**src/rtl/exc_pkg.sv**
```systemverilog
package exc_pkg;
  localparam int EXC_W    = 9;
  localparam int NUM_NMI  = 2;
  localparam int NUM_HF   = 3;
  localparam int IRQ_BASE = 16;
  typedef logic [EXC_W-1:0] exc_num_t;
endpackage

```
**src/rtl/exc_pend.sv**
```systemverilog
module exc_pend #(
  parameter int NUM_IRQ = 8
) (
  input  logic               clk,
  input  logic               rst_n,
  input  logic               nmi_set,
  input  logic               hf_set,
  input  logic [NUM_IRQ-1:0] irq_set,
  input  logic               nmi_clr,
  input  logic               hf_clr,
  input  logic [NUM_IRQ-1:0] irq_clr,
  output logic               nmi_pend,
  output logic               hf_pend,
  output logic [NUM_IRQ-1:0] irq_pend
);
  logic               nmi_d, hf_d;
  logic [NUM_IRQ-1:0] irq_d;

  // a new request in the same cycle as its entry survives the clear
  always_comb begin
    nmi_d = (nmi_pend & ~nmi_clr) | nmi_set;
    hf_d  = (hf_pend  & ~hf_clr)  | hf_set;
    irq_d = (irq_pend & ~irq_clr) | irq_set;
  end

  always_ff @(posedge clk or negedge rst_n) begin
    if (!rst_n) begin
      nmi_pend <= 1'b0;
      hf_pend  <= 1'b0;
      irq_pend <= '0;
    end else begin
      nmi_pend <= nmi_d;
      hf_pend  <= hf_d;
      irq_pend <= irq_d;
    end
  end
endmodule

```
**src/rtl/exc_select.sv**
```systemverilog
module exc_select
  import exc_pkg::*;
#(
  parameter int NUM_IRQ = 8,
  parameter int PRIO_W  = 2,
  localparam int LVL_W  = PRIO_W + 2
) (
  input  logic                      nmi_pend,
  input  logic                      hf_pend,
  input  logic [NUM_IRQ-1:0]        irq_pend,
  input  logic [NUM_IRQ*PRIO_W-1:0] irq_prio,
  output logic                      win_vld,
  output exc_num_t                  win_num,
  output logic [LVL_W-1:0]          win_lvl,
  output logic                      win_nmi,
  output logic                      win_hf,
  output logic [NUM_IRQ-1:0]        win_irq
);
  localparam int IDX_W = (NUM_IRQ > 1) ? $clog2(NUM_IRQ) : 1;

  logic [LVL_W-1:0] src_lvl [NUM_IRQ];
  logic             best_vld;
  logic [IDX_W-1:0] best_idx;
  logic [LVL_W-1:0] best_lvl;

  // configurable levels sit above the two fixed ones
  for (genvar g = 0; g < NUM_IRQ; g++) begin : g_lvl
    assign src_lvl[g] = LVL_W'(irq_prio[g*PRIO_W +: PRIO_W]) + LVL_W'(2);
  end

  // strict compare keeps the lowest index on a tie
  always_comb begin
    best_vld = 1'b0;
    best_idx = '0;
    best_lvl = '1;
    for (int i = 0; i < NUM_IRQ; i++) begin
      if (irq_pend[i] && (!best_vld || (src_lvl[i] < best_lvl))) begin
        best_vld = 1'b1;
        best_idx = IDX_W'(i);
        best_lvl = src_lvl[i];
      end
    end
  end

  always_comb begin
    win_nmi = nmi_pend;
    win_hf  = !nmi_pend && hf_pend;
    win_vld = nmi_pend || hf_pend || best_vld;
    if (nmi_pend) begin
      win_num = exc_num_t'(NUM_NMI);
      win_lvl = '0;
    end else if (hf_pend) begin
      win_num = exc_num_t'(NUM_HF);
      win_lvl = LVL_W'(1);
    end else begin
      win_num = exc_num_t'(IRQ_BASE) + exc_num_t'(best_idx);
      win_lvl = best_lvl;
    end
  end

  for (genvar g = 0; g < NUM_IRQ; g++) begin : g_win
    assign win_irq[g] = !nmi_pend && !hf_pend && best_vld && (best_idx == IDX_W'(g));
  end
endmodule

```
**src/rtl/exc_nest.sv**
```systemverilog
module exc_nest
  import exc_pkg::*;
#(
  parameter int DEPTH    = 6,
  parameter int LVL_W    = 4,
  parameter int IDLE_LVL = 6
) (
  input  logic             clk,
  input  logic             rst_n,
  input  logic             push,
  input  logic             pop,
  input  exc_num_t         push_num,
  input  logic [LVL_W-1:0] push_lvl,
  output exc_num_t         top_num,
  output logic [LVL_W-1:0] top_lvl
);
  localparam int SP_W  = $clog2(DEPTH + 1);
  localparam int IDX_W = (DEPTH > 1) ? $clog2(DEPTH) : 1;

  exc_num_t         num_mem [DEPTH];
  logic [LVL_W-1:0] lvl_mem [DEPTH];
  logic [SP_W-1:0]  sp_q, sp_d, sp_m1;
  logic             do_push, do_pop;

  always_comb begin
    do_push = push && (sp_q < SP_W'(DEPTH));
    do_pop  = pop && !push && (sp_q != '0);
    sp_m1   = sp_q - SP_W'(1);
    sp_d    = sp_q;
    if (do_push)     sp_d = sp_q + SP_W'(1);
    else if (do_pop) sp_d = sp_m1;
  end

  always_ff @(posedge clk or negedge rst_n) begin
    if (!rst_n) sp_q <= '0;
    else        sp_q <= sp_d;
  end

  always_ff @(posedge clk) begin
    if (do_push) begin
      num_mem[sp_q[IDX_W-1:0]] <= push_num;
      lvl_mem[sp_q[IDX_W-1:0]] <= push_lvl;
    end
  end

  always_comb begin
    if (sp_q == '0) begin
      top_num = '0;
      top_lvl = LVL_W'(IDLE_LVL);
    end else begin
      top_num = num_mem[sp_m1[IDX_W-1:0]];
      top_lvl = lvl_mem[sp_m1[IDX_W-1:0]];
    end
  end
endmodule

```
**src/rtl/exc_lock.sv**
```systemverilog
module exc_lock (
  input  logic clk,
  input  logic rst_n,
  input  logic bus_err,
  input  logic ret_bus_err,
  input  logic dbg_clr,
  input  logic nmi_pend,
  input  logic act_is_nmi,
  input  logic act_is_hf,
  output logic lock_q,
  output logic lock_enter
);
  logic from_hf_q, from_hf_d, lock_d, lock_exit;

  always_comb begin
    lock_enter = !lock_q && (ret_bus_err || (bus_err && (act_is_nmi || act_is_hf)));
    lock_exit  = lock_q && (dbg_clr || (nmi_pend && from_hf_q));
    lock_d     = lock_q;
    from_hf_d  = from_hf_q;
    if (lock_enter) begin
      lock_d    = 1'b1;
      from_hf_d = act_is_hf;
    end else if (lock_exit) begin
      lock_d    = 1'b0;
      from_hf_d = 1'b0;
    end
  end

  always_ff @(posedge clk or negedge rst_n) begin
    if (!rst_n) begin
      lock_q    <= 1'b0;
      from_hf_q <= 1'b0;
    end else begin
      lock_q    <= lock_d;
      from_hf_q <= from_hf_d;
    end
  end
endmodule

```
**src/rtl/exc_arbiter.sv**
```systemverilog
module exc_arbiter
  import exc_pkg::*;
#(
  parameter int NUM_IRQ  = 8,
  parameter int PRIO_W   = 2,
  localparam int LVL_W   = PRIO_W + 2,
  localparam int IDLE_LVL = (1 << PRIO_W) + 2,
  localparam int DEPTH   = IDLE_LVL
) (
  input  logic                      clk,
  input  logic                      rst_n,
  input  logic                      nmi_req,
  input  logic                      hf_req,
  input  logic                      bus_err,
  input  logic                      ret_bus_err,
  input  logic                      dbg_clr,
  input  logic                      exc_ret,
  input  logic [NUM_IRQ-1:0]        irq_req,
  input  logic [NUM_IRQ*PRIO_W-1:0] irq_prio,
  output logic                      take,
  output logic [EXC_W-1:0]          take_num,
  output logic [EXC_W-1:0]          act_num,
  output logic [LVL_W-1:0]          act_level,
  output logic                      lockup
);
  logic               nmi_pend, hf_pend;
  logic [NUM_IRQ-1:0] irq_pend, win_irq, irq_clr;
  logic               win_vld, win_nmi, win_hf;
  exc_num_t           win_num, top_num, act_num_d, take_num_d;
  logic [LVL_W-1:0]   win_lvl, top_lvl, act_lvl_d;
  logic               take_go, ret_go, lock_enter, take_d;

  exc_pend #(.NUM_IRQ(NUM_IRQ)) u_pend (
    .clk(clk), .rst_n(rst_n),
    .nmi_set(nmi_req), .hf_set(hf_req), .irq_set(irq_req),
    .nmi_clr(take_go && win_nmi), .hf_clr(take_go && win_hf), .irq_clr(irq_clr),
    .nmi_pend(nmi_pend), .hf_pend(hf_pend), .irq_pend(irq_pend)
  );

  exc_select #(.NUM_IRQ(NUM_IRQ), .PRIO_W(PRIO_W)) u_sel (
    .nmi_pend(nmi_pend), .hf_pend(hf_pend), .irq_pend(irq_pend), .irq_prio(irq_prio),
    .win_vld(win_vld), .win_num(win_num), .win_lvl(win_lvl),
    .win_nmi(win_nmi), .win_hf(win_hf), .win_irq(win_irq)
  );

  exc_nest #(.DEPTH(DEPTH), .LVL_W(LVL_W), .IDLE_LVL(IDLE_LVL)) u_nest (
    .clk(clk), .rst_n(rst_n), .push(take_go), .pop(ret_go),
    .push_num(act_num), .push_lvl(act_level),
    .top_num(top_num), .top_lvl(top_lvl)
  );

  exc_lock u_lock (
    .clk(clk), .rst_n(rst_n), .bus_err(bus_err), .ret_bus_err(ret_bus_err),
    .dbg_clr(dbg_clr), .nmi_pend(nmi_pend),
    .act_is_nmi(act_num == exc_num_t'(NUM_NMI)),
    .act_is_hf(act_num == exc_num_t'(NUM_HF)),
    .lock_q(lockup), .lock_enter(lock_enter)
  );

  // decision: returns win over entries in the same cycle
  always_comb begin
    ret_go  = exc_ret && !lockup && !lock_enter && (act_num != '0);
    take_go = win_vld && (win_lvl < act_level) && !lockup && !lock_enter && !ret_go;
    irq_clr = take_go ? win_irq : '0;
    take_d     = take_go;
    take_num_d = take_go ? win_num : take_num;
    act_num_d  = act_num;
    act_lvl_d  = act_level;
    if (take_go) begin
      act_num_d = win_num;
      act_lvl_d = win_lvl;
    end else if (ret_go) begin
      act_num_d = top_num;
      act_lvl_d = top_lvl;
    end
  end

  always_ff @(posedge clk or negedge rst_n) begin
    if (!rst_n) begin
      take      <= 1'b0;
      take_num  <= '0;
      act_num   <= '0;
      act_level <= LVL_W'(IDLE_LVL);
    end else begin
      take      <= take_d;
      take_num  <= take_num_d;
      act_num   <= act_num_d;
      act_level <= act_lvl_d;
    end
  end
endmodule

```
**config.mk**
```make
export PLATFORM = sky130hd
export DESIGN_NAME = exc_arbiter
export DESIGN_NICKNAME = d
export VERILOG_FILES = /design/src/rtl/exc_pkg.sv /design/src/rtl/exc_pend.sv /design/src/rtl/exc_select.sv /design/src/rtl/exc_nest.sv /design/src/rtl/exc_lock.sv /design/src/rtl/exc_arbiter.sv
export SDC_FILE = /design/constraint.sdc
export NUM_CORES = 1
export LEC_CHECK = 0
export BUFFER_PORTS_ARGS = -buffer_cell sky130_fd_sc_hd__buf_2
export CAP_MARGIN = 10
export CORE_ASPECT_RATIO = 0.6
export CORE_MARGIN = 4
export CORE_UTILIZATION = 35
export DETAILED_ROUTE_END_ITERATION = 10
export PLACE_DENSITY_LB_ADDON = 0.08
export SYNTH_ARGS = -nofsm -noshare
export SYNTH_HDL_FRONTEND = slang
export SYNTH_HIERARCHICAL = 1
export SYNTH_SLANG_ARGS = --single-unit
```
**constraint.sdc**
```tcl
create_clock -name clk -period 15.5 [get_ports clk]
set_input_delay 0 -clock clk [delete_from_list [all_inputs] [get_ports clk]]
set_output_delay 0 -clock clk [all_outputs]
set_load 0.005 [all_outputs]
```
==> results.md, run 1 <==
Power:
- Per report_power, the sequential group accounts for a little over a third of the total.
- For this design the total switching power over the nets is 498 uW.
- The logic gate share of total power is 36.2%.
- For this design the static power due to leakage is about 0.003 uW.
- The internal power summed over all cells is ~850 uW.
- The total power is approximately 1400 uW.
- The clock network burns roughly 28% of the power.
- Power spread over the standard cell area amounts to between 150 and 200 nW/um^2.
- Net switching is around 37% of the power.
- The worst IR drop on VDD is approximately 0.091 mV.

Finish:
- The fill cell instance count of the final layout is roughly 1700.
- Relative to the synthesized area, the layout overhead comes to 18.3%.
- In the final design database the tool counted 691 nets.
- The top cell types in the final layout, fill and taps aside, are 78 x edfxtp_1, 55 x buf_2, 51 x nor2_1.
- Measured on the finished design, the core utilization comes to 42.8%.
- The number of antenna diodes in the final layout is 0.
- The most frequent standard cell in the layout excluding fill and tap cells is edfxtp_1.
- In the final layout, the multi-input gates occupy 3030 sq um.
- Cells with a size suffix above 1 make up 22.6% of the layout.
- The sequential cell area in the final layout is approximately 3300 sq um.

Drt:
- Dividing the detail-routed via count by the number of cells gives approximately 5.4.
- The number of vias after detailed routing is roughly 4800.
- The final routed wirelength across all metal layers is approximately 17000 um.
- The average detailed-routed wire length per instance is about 19 um.
- The remaining number of nets flagged by the antenna check after routing is 0.
- The DRC violation total after the first TritonRoute iteration is 451.
- The number of remaining DRC errors is 0.
- The count of TritonRoute iterations in the first routing pass is 5.

Critical path:
- STA classifies the critical path endpoint as a flop.
- The most numerous cell on the critical path is ha_1.
- The reg-to-reg critical path startpoint is u_pend/irq_pend[0].
- For the worst setup path, the data required time is between 15 and 20 ns.
- The number of cells on the worst reg-to-reg path is 58.
- The internal reg-to-reg setup slack is 2.30 ns.
- Data arrives at the worst endpoint at between 10 and 15 ns.
- Along the worst path, the maximum fanout reaches 28.
- The largest incremental delay on the critical path is just over 0.9 ns.
- For this design, the slowest cell found on the critical path is nor2_1.
- The worst setup path is of the flop to flop kind.
- The worst setup path is launched from a flop.
- The capturing point of the worst reg2reg path is u_nest/num_mem[2][1].

STA:
- The number of setup violations in the final report is 0.
- The post-layout minimum cycle time is about 13 ns.
- The largest clock skew in the final design is between 0.01 and 0.015 ns.
- In this run the tightest slew margin relative to its limit is between 15 and 20%.
- The number of endpoints with negative hold slack in the final report is 0.
- The final period utilization is 85.1%.
- Setup repair after global routing left no endpoint under its margin.
- The final number of max-transition violations was 0.
- The transition time at the pin with the least slew margin is 1.25 ns.
- Static timing analysis puts the maximum clock frequency at roughly 76 MHz.
- The final setup TNS is 0 ns.

Logic synthesis:
- The synthesized area divided by synthesized cell count is approximately 12 sq um.
- Of the post-synthesis cell area, the dominant cell type holds a little over a third.
- The netlist area before placement is between 6000 and 7000 sq um.
- For this run, asynchronously set or reset flops after synthesis account for roughly 33%.
- The most frequently used flop master after synthesis is edfxtp_1.
- The sequential cell area fraction in the yosys report is between 40% and 50%.
- The cell count after synthesis came out at 570.
- The post-synthesis sequential element count is 116.
- Counting distinct cell types in the post-synthesis netlist gives 82.
- The number of enable-type register cells in the synthesized netlist is between 70 and 80.
- The Yosys step of the flow raised 6 warnings.
- The largest total area in the synthesized netlist belongs to edfxtp_1.
- By area the synthesized netlist is led by edfxtp_1 35%, dfrtp_1 14%, mux4_1 3.6%, ha_1 3.0%, nor2_1 2.9%.

Global route:
- The number of antenna violations at the first check in global routing is 0.
- The number of global-route vias before repair is 4832.
- The first global-routing pass estimated 27900 um of wire.
- For this run, the total global-route usage over all layers was measured as 17.1%.
- After global routing the overflow that remains totals 0.
- The largest net degree at the start of global routing is 39.

Die:
- The area of the die is about 21000 sq um.
- Measured along the x axis, the die boundary spans 186 um.
- In this run the count of I/O pins placed on the die edge is 56.
- The area inside the core boundary is 18300 sq um.
- The number of rows in the core area is 38.
- The initial core utilization is between 30% and 40%.
- The die is approximately 110 um tall.

Clock tree:
- The buffer cell driving the clock tree root is clkbuf_16.
- The count of clock tree sinks is about 120.
- The TritonCTS clock tree is done.
- The number of buffers added for setup after CTS is 0.
- The number of buffers added by the clock tree synthesis step is 17.
- The clock latency on the worst-skew pair is about 0.41 ns.
- CTS built an H-tree with a depth of 4.
- Clock-pin slew was measured on the worst setup and hold paths at 0.06 ns.
- No sink is reached through more buffers than the 2 on the longest clock path.

Placed design:
- Input and output buffers added on the ports amount to 55.
- The detailed placer's ending HPWL is ~13000 um.
- The placer congestion estimate is between 0.8 and 0.9.

Worst hold path:
- For hold timing, the worst endpoint is u_lock/from_hf_q.
- The hold-critical path depth is 3.
- In this run the worst hold path is classified as input pin to flop.
- The launch point of the worst hold path is ret_bus_err.

Job:
- Across the run, the number of max-cap violations was 0.

Run status:
- The run finished with clean final reports.
## worst max-delay path by stage
| stage | from | cells past startpoint | to |
|---|---|---|---|
| 2_1_floorplan | u_pend/irq_pend[0] | 60 | u_nest/lvl_mem[0][0] |
| 3_3_place_gp | u_pend/irq_pend[0] | 58 | u_nest/num_mem[2][1] |
| 3_5_place_dp | u_pend/irq_pend[0] | 58 | u_nest/num_mem[2][0] |
| 4_1_cts | u_pend/irq_pend[0] | 58 | u_nest/num_mem[2][0] |
| 5_1_grt | u_pend/irq_pend[0] | 58 | u_nest/num_mem[2][1] |
| 6_report | u_pend/irq_pend[0] | 58 | u_nest/num_mem[2][1] |
## area by class of cell
| type | instances | share of cell area, % |
|---|---|---|
| well taps | 240 | 3.83 |
| flip-flops and latches | 116 | 42.1 |
| inverters | 38 | 1.82 |
| clock buffers | 19 | 5.52 |
| clock inverters | 13 | 1.72 |
| repair buffers | 80 | 6.39 |
| multi-input cells | 390 | 38.7 |
## metal layers
| metal | global-route usage, % | vias up | share of wire, % |
|---|---|---|---|
| met5 | 0 | - | 0 |
| met4 | 3.49 | 0 | 0.50 |
| met3 | 3.33 | 12 | 4.7 |
| met2 | 22.5 | 106 | 39 |
| met1 | 28.4 | 2431 | 56 |
| li1 | - | 2290 | - |
## what timing repair did
action	CTS	global route
hold buffers	15	0
resized for setup	0	0
endpoints found under the hold margin	48	0
## cell usage after synthesis, types with 11 or more instances
cell type  count
ha_1          16
a21o_1        16
a21oi_1       13
dfrtp_1       36
a211oi_1      11
inv_1         36
a31oi_1       16
nor3_1        11
edfxtp_1      78
nand3_1       16
o21ai_0       13
and2_1        25
and3_1        14
clkbuf_1      13
nand2_1       28
mux2_2        11
mux2i_1       18
nor2_1        51
## per-stage QoR
stage	instances	hold WS, ns	worst slack (ns)	cell area, sq um
floorplan	574	-0.296	3.78	6640
global placement	849	0.180	3.02	7120
detailed placement	849	0.183	2.43	7120
CTS	896	0.100	2.33	7840
global route	896	0.150	1.00	7840
finish	896	0.103	2.30	7840
## critical path, delay by kind of cell, from the launching register on
kind	cells	cell delay, ns
simple gates	14	2.88
compound gates	24	4.88
fa+ha+maj	8	1.98
flops	1	0.50
buf+inv	7	0.91
mux	5	1.64
## power by group through the flow
stage | clock network [uW] | registers [uW] | logic (uW)
5_1_grt | 400 | 498 | 538
6_report | 376 | 486 | 489
2_1_floorplan | 0 | 457 | 368
3_3_place_gp | 0 | 491 | 479
4_1_cts | 386 | 488 | 491
3_5_place_dp | 0 | 493 | 484
## kinds of logic (layout without fill, tap and decap cells)
kind of cell | Yosys count | count (layout) | share of synthesized area (%)
fa+ha+maj | 18 | 18 | 3.32
mux | 46 | 46 | 10.4
simple gates | 184 | 184 | 14.7
flops | 116 | 116 | 49.7
buf+inv | 68 | 150 | 5.12
other cells | 1 | 5 | 0.0566
xor+xnor | 3 | 3 | 0.510
compound gates | 134 | 134 | 16.2
## registers in the layout, summed over array words and instances (netlist names)
| signal | count |
|---|---|
| u_nest/sp_q | 3 |
| u_nest/num_mem | 54 |
| act_num | 9 |
| take | 1 |
| u_lock/from_hf_q | 1 |
| u_pend/irq_pend | 8 |
| u_pend/nmi_pend | 1 |
| u_nest/lvl_mem | 24 |
| u_pend/hf_pend | 1 |
| act_level | 4 |
| take_num | 9 |
| u_lock/lock_q | 1 |
(Power assumes the default switching activity.)
==> run 2, diff against run 1 <==
Settings changed: REMOVE_ABC_BUFFERS set to 1.
==> run 2 against run 1 <==
  * Combinational power rose by 1%
  * Clock power rose by 3%
  * Via count fell by 1.3%
  * Critical path depth did not move
  * Final cell count rose by 0.22%
  * Critical endpoint is now u_nest/num_mem[5][8]
==> results.md, run 2 (synthesized netlist as in run 1, its figures left out) <==
Clock tree:
- Clock-pin slew was measured on the worst setup and hold paths at ~0.060 ns.
- The later pin in the worst-skew pair is clocked with a latency of between 0.4 and 0.5 ns.
- TritonCTS created 17 clock buffers.
- TritonCTS built the clock tree.
- The H-tree was split into 4 levels.
- The buffer cell driving the clock tree root is clkbuf_16.
- The clock net in this run drives a total of 116 sinks.
- The post-cts sizing count is 0.
- Counting along the longest clock path gives a buffer depth of 2.

Worst hold path:
- For hold timing, the worst endpoint is u_lock/from_hf_q.
- The path type of the worst min-delay path is input pin to flop.
- The launch point of the worst hold path is ret_bus_err.
- The hold-critical path depth is 3.

Finish:
- The flip-flop count of the largest register after layout is 54.
- The area of combinational cells with multiple inputs is just over 3000 sq um.
- The number of antenna diodes in the final layout is 0.
- The non-filler instance count after layout is around 900.
- For this run, the post-layout net count is about 690.
- Relative to the synthesized area, the layout overhead comes to 18.7%.
- The sequential cell area in the final layout is about 3300 sq um.
- In the layout the commonest cells are 78 x edfxtp_1, 55 x buf_2, 51 x nor2_1.
- The most frequent standard cell in the layout excluding fill and tap cells is edfxtp_1.
- Cells with a size suffix above 1 make up 22.9% of the layout.
- The fill cell instance count of the final layout is ~1700.

Die:
- The initial utilization of the core area, before any placement, comes to between 30 and 40%.
- 56 I/O pins were placed.
- After floorplanning, the core was divided into 38 placement rows.
- The area inside the core boundary is approximately 18000 sq um.
- The die height is about 110 um.
- Measured along the x axis, the die boundary spans between 150 and 200 um.
- The die covers approximately 21000 sq um.

STA:
- For this run, the top clock speed supported by timing is 78.4 MHz.
- The final number of max-transition violations is 0.
- The final period utilization is 82.3%.
- The largest clock skew in the final design is 0.0120 ns.
- Subtracting the final worst setup slack from the clock period gives between 10 and 15 ns.
- Measured against its own limit, the worst slew margin works out to around a third.
- Setup repair after global routing left no endpoint under its margin.
- The final setup TNS is 0 ns.
- The post-layout worst setup margin is about 2.7 ns.
- The number of setup violations in the final report is 0.
- For the pin with the worst max-slew slack, the measured transition is ~0.99 ns.
- The number of endpoints with negative hold slack in the final report is 0.

Job:
- The max-cap check violation count is 0.

Critical path:
- The critical-path cell with the highest stage delay is nor2_1.
- The startpoint identified for the worst register-to-register timing path is u_pend/irq_pend[0].
- The critical-path maximum fanout is 14.
- For the worst flop-to-flop path, the logic depth is 58.
- The internal reg-to-reg setup slack is ~2.7 ns.
- The critical setup path kind is flop to flop.
- The most numerous cell on the critical path is ha_1.
- The largest incremental delay on the critical path is 0.53 ns.
- In this run the critical register-to-register path is captured at u_nest/num_mem[5][8].
- STA classifies the critical path startpoint as a flop.
- STA classifies the critical path endpoint as a flop.
- The data required time at the worst endpoint is 15.62 ns.
- Data arrives at the worst endpoint at about 13 ns.

Global route:
- Entering global routing, the biggest net connects 39 pins.
- The number of antenna violations at the first check in global routing is 0.
- The first global-routing pass estimated about 28000 um of wire.
- After global routing the overflow that remains totals 0.
- For this run, the total global-route usage over all layers was measured as about 17%.
- The number of global-route vias before repair is 4694.

Placed design:
- During placement, the flow inserted port buffers numbering 55.
- Once placement completed, the tool counted placed cells totaling 850.
- The placer congestion estimate is slightly above 0.9.
- The worst slack after detailed placement is approximately 2.7 ns.
- Once detailed placement completed, the half-perimeter wirelength came to roughly 13000 um.

Drt:
- For this run, the detailed router's first-pass iteration total came to 5.
- The DRC violation total after the first TritonRoute iteration is 363.
- The number of remaining DRC errors is 0.
- The final routed wirelength across all metal layers is around 18000 um.
- The post-detailed-route via-to-cell ratio is about 5.3.
- In this run the remaining antenna-violating nets after routing total 0.
- The average detailed-routed wire length per instance is around 20 um.
- The number of vias after detailed routing is between 4000 and 5000.

Run status:
- The run finished with clean final reports.

Power:
- In this run the static leakage power is roughly 0.003 uW.
- For this design the ratio of total power to cell area is between 150 and 200 nW/um^2.
- Across the VDD grid, the largest voltage drop is ~0.089 mV.
## run 2: what timing repair did
action,in CTS,in global routing
hold endpoints to repair,48,0
hold buffers,15,0
setup buffers,0,0
## run 2: metrics by stage
stage | area, sq um | hold slack [ns] | power (uW) | utilization, %
3_5_place_dp | 7130 | 0.184 | 984 | 38.9
2_1_floorplan | 6440 | -0.296 | 796 | -
3_3_place_gp | 7120 | 0.178 | 976 | 38.9
6_report | 7870 | 0.145 | 1360 | 43.0
5_1_grt | 7870 | 0.152 | 1450 | 43.0
4_1_cts | 7850 | 0.104 | 1380 | 42.9
## run 2: area by class of cell
class,instances,share of cell area (%)
flip-flops and latches,116,41.9
multi-input cells,390,38.5
repair buffers,82,6.60
clock buffers,17,5.41
well taps,240,3.82
clock inverters,15,1.94
inverters,38,1.81
## run 2: critical path: cells and delay by family (launching register included)
family / cells / cell delay (ns)
AO/OA/AOI/OAI: 23 / 4.89
AND/OR/NAND/NOR: 15 / 2.55
adder cells (fa/ha/maj): 8 / 1.93
multiplexers: 5 / 1.71
buffers and inverters: 7 / 0.86
flip-flops: 1 / 0.50
## run 2: worst max path at each step
stage,start,end,slack [ns],cells past startpoint
after CTS,u_pend/irq_pend[0],u_nest/lvl_mem[4][1],2.62,57
after floorplan,u_pend/irq_pend[0],u_nest/lvl_mem[0][0],3.09,56
final,u_pend/irq_pend[0],u_nest/num_mem[5][8],2.74,58
after global routing,u_pend/irq_pend[0],u_nest/num_mem[5][8],1.51,58
after global placement,u_pend/irq_pend[0],u_nest/num_mem[2][0],2.91,57
after detailed placement,u_pend/irq_pend[0],u_nest/num_mem[4][5],2.70,57
## run 2: layer usage
metal / wire (um) / vias up / GRT usage [%]
li1: - / 2291 / -
met1: 9980 / 2373 / 29.1
met3: 735 / 10 / 4.03
met5: 0 / - / 0
met4: 73 / 0 / 3.11
met2: 6770 / 104 / 21.8
## run 2: power breakdown
part	switching, uW	total (uW)	internal, uW
registers	74.1	483	409
clock network	148	386	237
logic	285	496	211
total	507	1360	857
==> run 3, diff against run 2 <==
Clock period 15.5 ns to 10.36 ns, I/O delays scaled along.
==> run 3 against run 2 <==
  * Critical path depth up 2
  * Maximum frequency increased by 27%
  * Clock power rose by 40%
  * Clock-buffer cell count increased by 2
  * Sequential share of layout area shrank 4.2 points
  * First-iteration DRC count decreased by 5.5%
  * Non-clock buffer count increased by 63
  * Clock skew down 0.0033 ns
==> results.md, run 3 (synthesized netlist as in run 1, its figures left out) <==
Finish:
- The fill cell instance count of the final layout is 1618.
- The antenna diode instance count is 0.
- Leaving out fill and tap cells, the most frequent cell in the layout is edfxtp_1.
- The final net count is ~760.
- The post-route netlist has 36.5% of its cells at a drive strength greater than 1.
- The library cells used most frequently in the layout, excluding fill and tap cells, are 78 x edfxtp_1, 60 x buf_4, 55 x buf_2.
- The layout overhead on the synthesized area is 32.1%.
- The register with the most flip-flops in the layout has 54 of them.

Drt:
- Dividing the detail-routed via count by the number of cells gives roughly 5.3.
- The remaining number of nets flagged by the antenna check after routing is 0.
- Summing over every cut layer, the via total after detailed routing is 5128.
- The count of TritonRoute iterations in the first routing pass is 6.
- The routed design has between 15000 and 20000 um of wire.
- The number of remaining DRC errors is 0.
- The DRC violation total after the first TritonRoute iteration is between 300 and 400.
- The average detailed-routed wire length per instance is around 19 um.

STA:
- The number of endpoints with negative hold slack in the final report came to 0.
- The post-layout minimum cycle time is approximately 10 ns.
- The final period utilization is ~97%.
- Setup repair after global routing could not meet its margin everywhere.
- The final number of max-transition violations is 0.
- The fmax is ~100 MHz.
- On the final layout, the worst clock skew is 0.00867 ns.
- Setup violations remaining at the end of the flow were counted as 0.
- The worst relative slew slack is around 28%.
- On the final layout, the worst hold slack is 0.110 ns.
- Setup total negative slack on the finished layout was measured at 0 ns.
- The transition time at the pin with the least slew margin is 1.08 ns.

Placed design:
- The placer congestion estimate is slightly below 0.9.
- The detailed placer's ending HPWL is 12500 um.
- The number of buffer cells added on primary ports is 55.

Critical path:
- The most numerous cell type found on the critical path is ha_4.
- The kind of launch point of the worst setup path is a flop.
- The slowest stage of the critical path is the dfrtp_1 cell.
- The data required time at the worst endpoint is between 10 and 15 ns.
- The setup path with the least slack is of type flop to flop.
- The kind of end point of the critical path is a flop.
- On the worst path, the slowest cell contributes a delay of approximately 0.38 ns.
- The critical-path maximum fanout is 7.
- The critical path arrival is approximately 10 ns.

Job:
- The max-cap check violation count is 0.

Power:
- The total power is about 2200 uW.
- The power per standard cell area is approximately 250 nW/um^2.
- The worst IR drop on VDD is ~0.11 mV.
- Summed over all cells, the static leakage comes to 0.00345 uW.

Global route:
- The largest net degree at the start of global routing is 39.
- The number of global-route vias before repair came to 4997.
- The total overflow left after global routing is 0.
- The first global-routing pass estimated 28800 um of wire.
- In the global route stage, overall resource usage came out at around 18%.
- The number of antenna violations at the first check in global routing is 0.

Clock tree:
- TritonCTS built the clock tree.
- Counting every sink on the clock net gives ~120.
- In this run the number of H-tree levels came out at 4.
- The number of buffers added by the clock tree synthesis step is 17.
- The longest clock path from root to sink contains 2 buffers.
- The clock-pin slew reported for the worst setup and hold paths after clock tree synthesis is roughly 0.06 ns.
- The buffer cell driving the clock tree root is clkbuf_16.
- The clock reaches the later pin of the worst-skew pair after roughly 0.41 ns.

Die:
- The die covers 21300 sq um.
- The die is 115 um tall.
- In this run the horizontal extent of the chip is approximately 190 um.
- For this design the top-level I/O count stands at between 50 and 60.
- For this configuration, the core starts out at a cell density of 36.2%.
- In this run the core area contains 38 standard-cell rows.
- The floorplan step defined a core boundary enclosing 18300 sq um.

Run status:
- The run finished with clean final reports.

Worst hold path:
- The path type of the worst min-delay path is input pin to flop.
==> run 3: cell types whose count changed in the layout (fill, tap and decap cells not counted), sizes merged <==
cell      delta
clkinv       -1
clkinvlp     +2
clkbuf       +2
bufinv       -2
buf         +63
inv          -1
==> run 3: repair_timing <==
action,CTS,global route
pin swaps,11,30
gates resized for setup,28,63
endpoints found under the hold margin,48,0
endpoints found under the setup margin,112,114
gates cloned,2,0
hold buffers,15,0
setup buffers,23,13
==> run 3: per-layer routing <==
layer  routed length, um  up-vias  global-route usage (%)  part of all wire, %
met3                 943       17                    3.75                  5.1
met5                   0        -                       0                    0
met1                9860     2545                    29.0                   53
met4                 124        0                    3.30                 0.67
li1                    -     2424                       -                    -
met2                7600      142                    23.7                   41
==> run 3: through the flow <==
step / worst slack, ns / util, % / area (sq um) / cells
finish: 0.338 / 47.8 / 8750 / 961
global route: -0.121 / 47.8 / 8750 / 961
CTS: 0.00223 / 46.0 / 8420 / 952
detailed placement: -0.467 / 40.6 / 7430 / 880
global placement: -0.0208 / 40.6 / 7430 / 880
floorplan: -2.05 / - / 6440 / 544
==> run 3: where the power goes <==
group          switching, uW  total [uW]  internal [uW]  leakage (uW)
Combinational            496         941            445       0.00207
Clock                    225         539            314      0.000253
Sequential               103         715            612       0.00112
==> run 3: worst paths after layout <==
check                              startpoint                   end  slack [ns]  depth (start not counted)
max in group asynchronous               rst_n    u_pend/irq_pend[3]        9.47                          2
setup reg to reg           u_pend/irq_pend[0]  u_nest/num_mem[0][4]        0.34                         60
hold / removal                    ret_bus_err      u_lock/from_hf_q        0.11                          3
setup / recovery           u_pend/irq_pend[0]  u_nest/num_mem[0][4]        0.34                         60
min in group asynchronous               rst_n           take_num[7]        0.27                          2
hold reg to reg                   take_num[6]           take_num[6]        0.51                          1
==> run 3: final cells by class <==
type                            instances  area (sq um)  share of cell area, %
Clock buffer                           19           443                   5.06
Clock inverter                         13           100                   1.14
Inverter                               38           145                   1.66
Multi-Input combinational cell        390          3380                   38.6
Sequential cell                       116          3300                   37.7
Tap cell                              240           300                   3.43
Timing Repair Buffer                  145          1090                   12.4
==> run 3: worst max-delay path, delay by kind of cell, from the launching register on <==
kind / cells / cell delay [ns]
compound gates: 27 / 3.96
fa+ha+maj: 8 / 1.81
buf+inv: 9 / 1.03
flops: 1 / 0.38
mux: 4 / 1.17
simple gates: 12 / 1.38
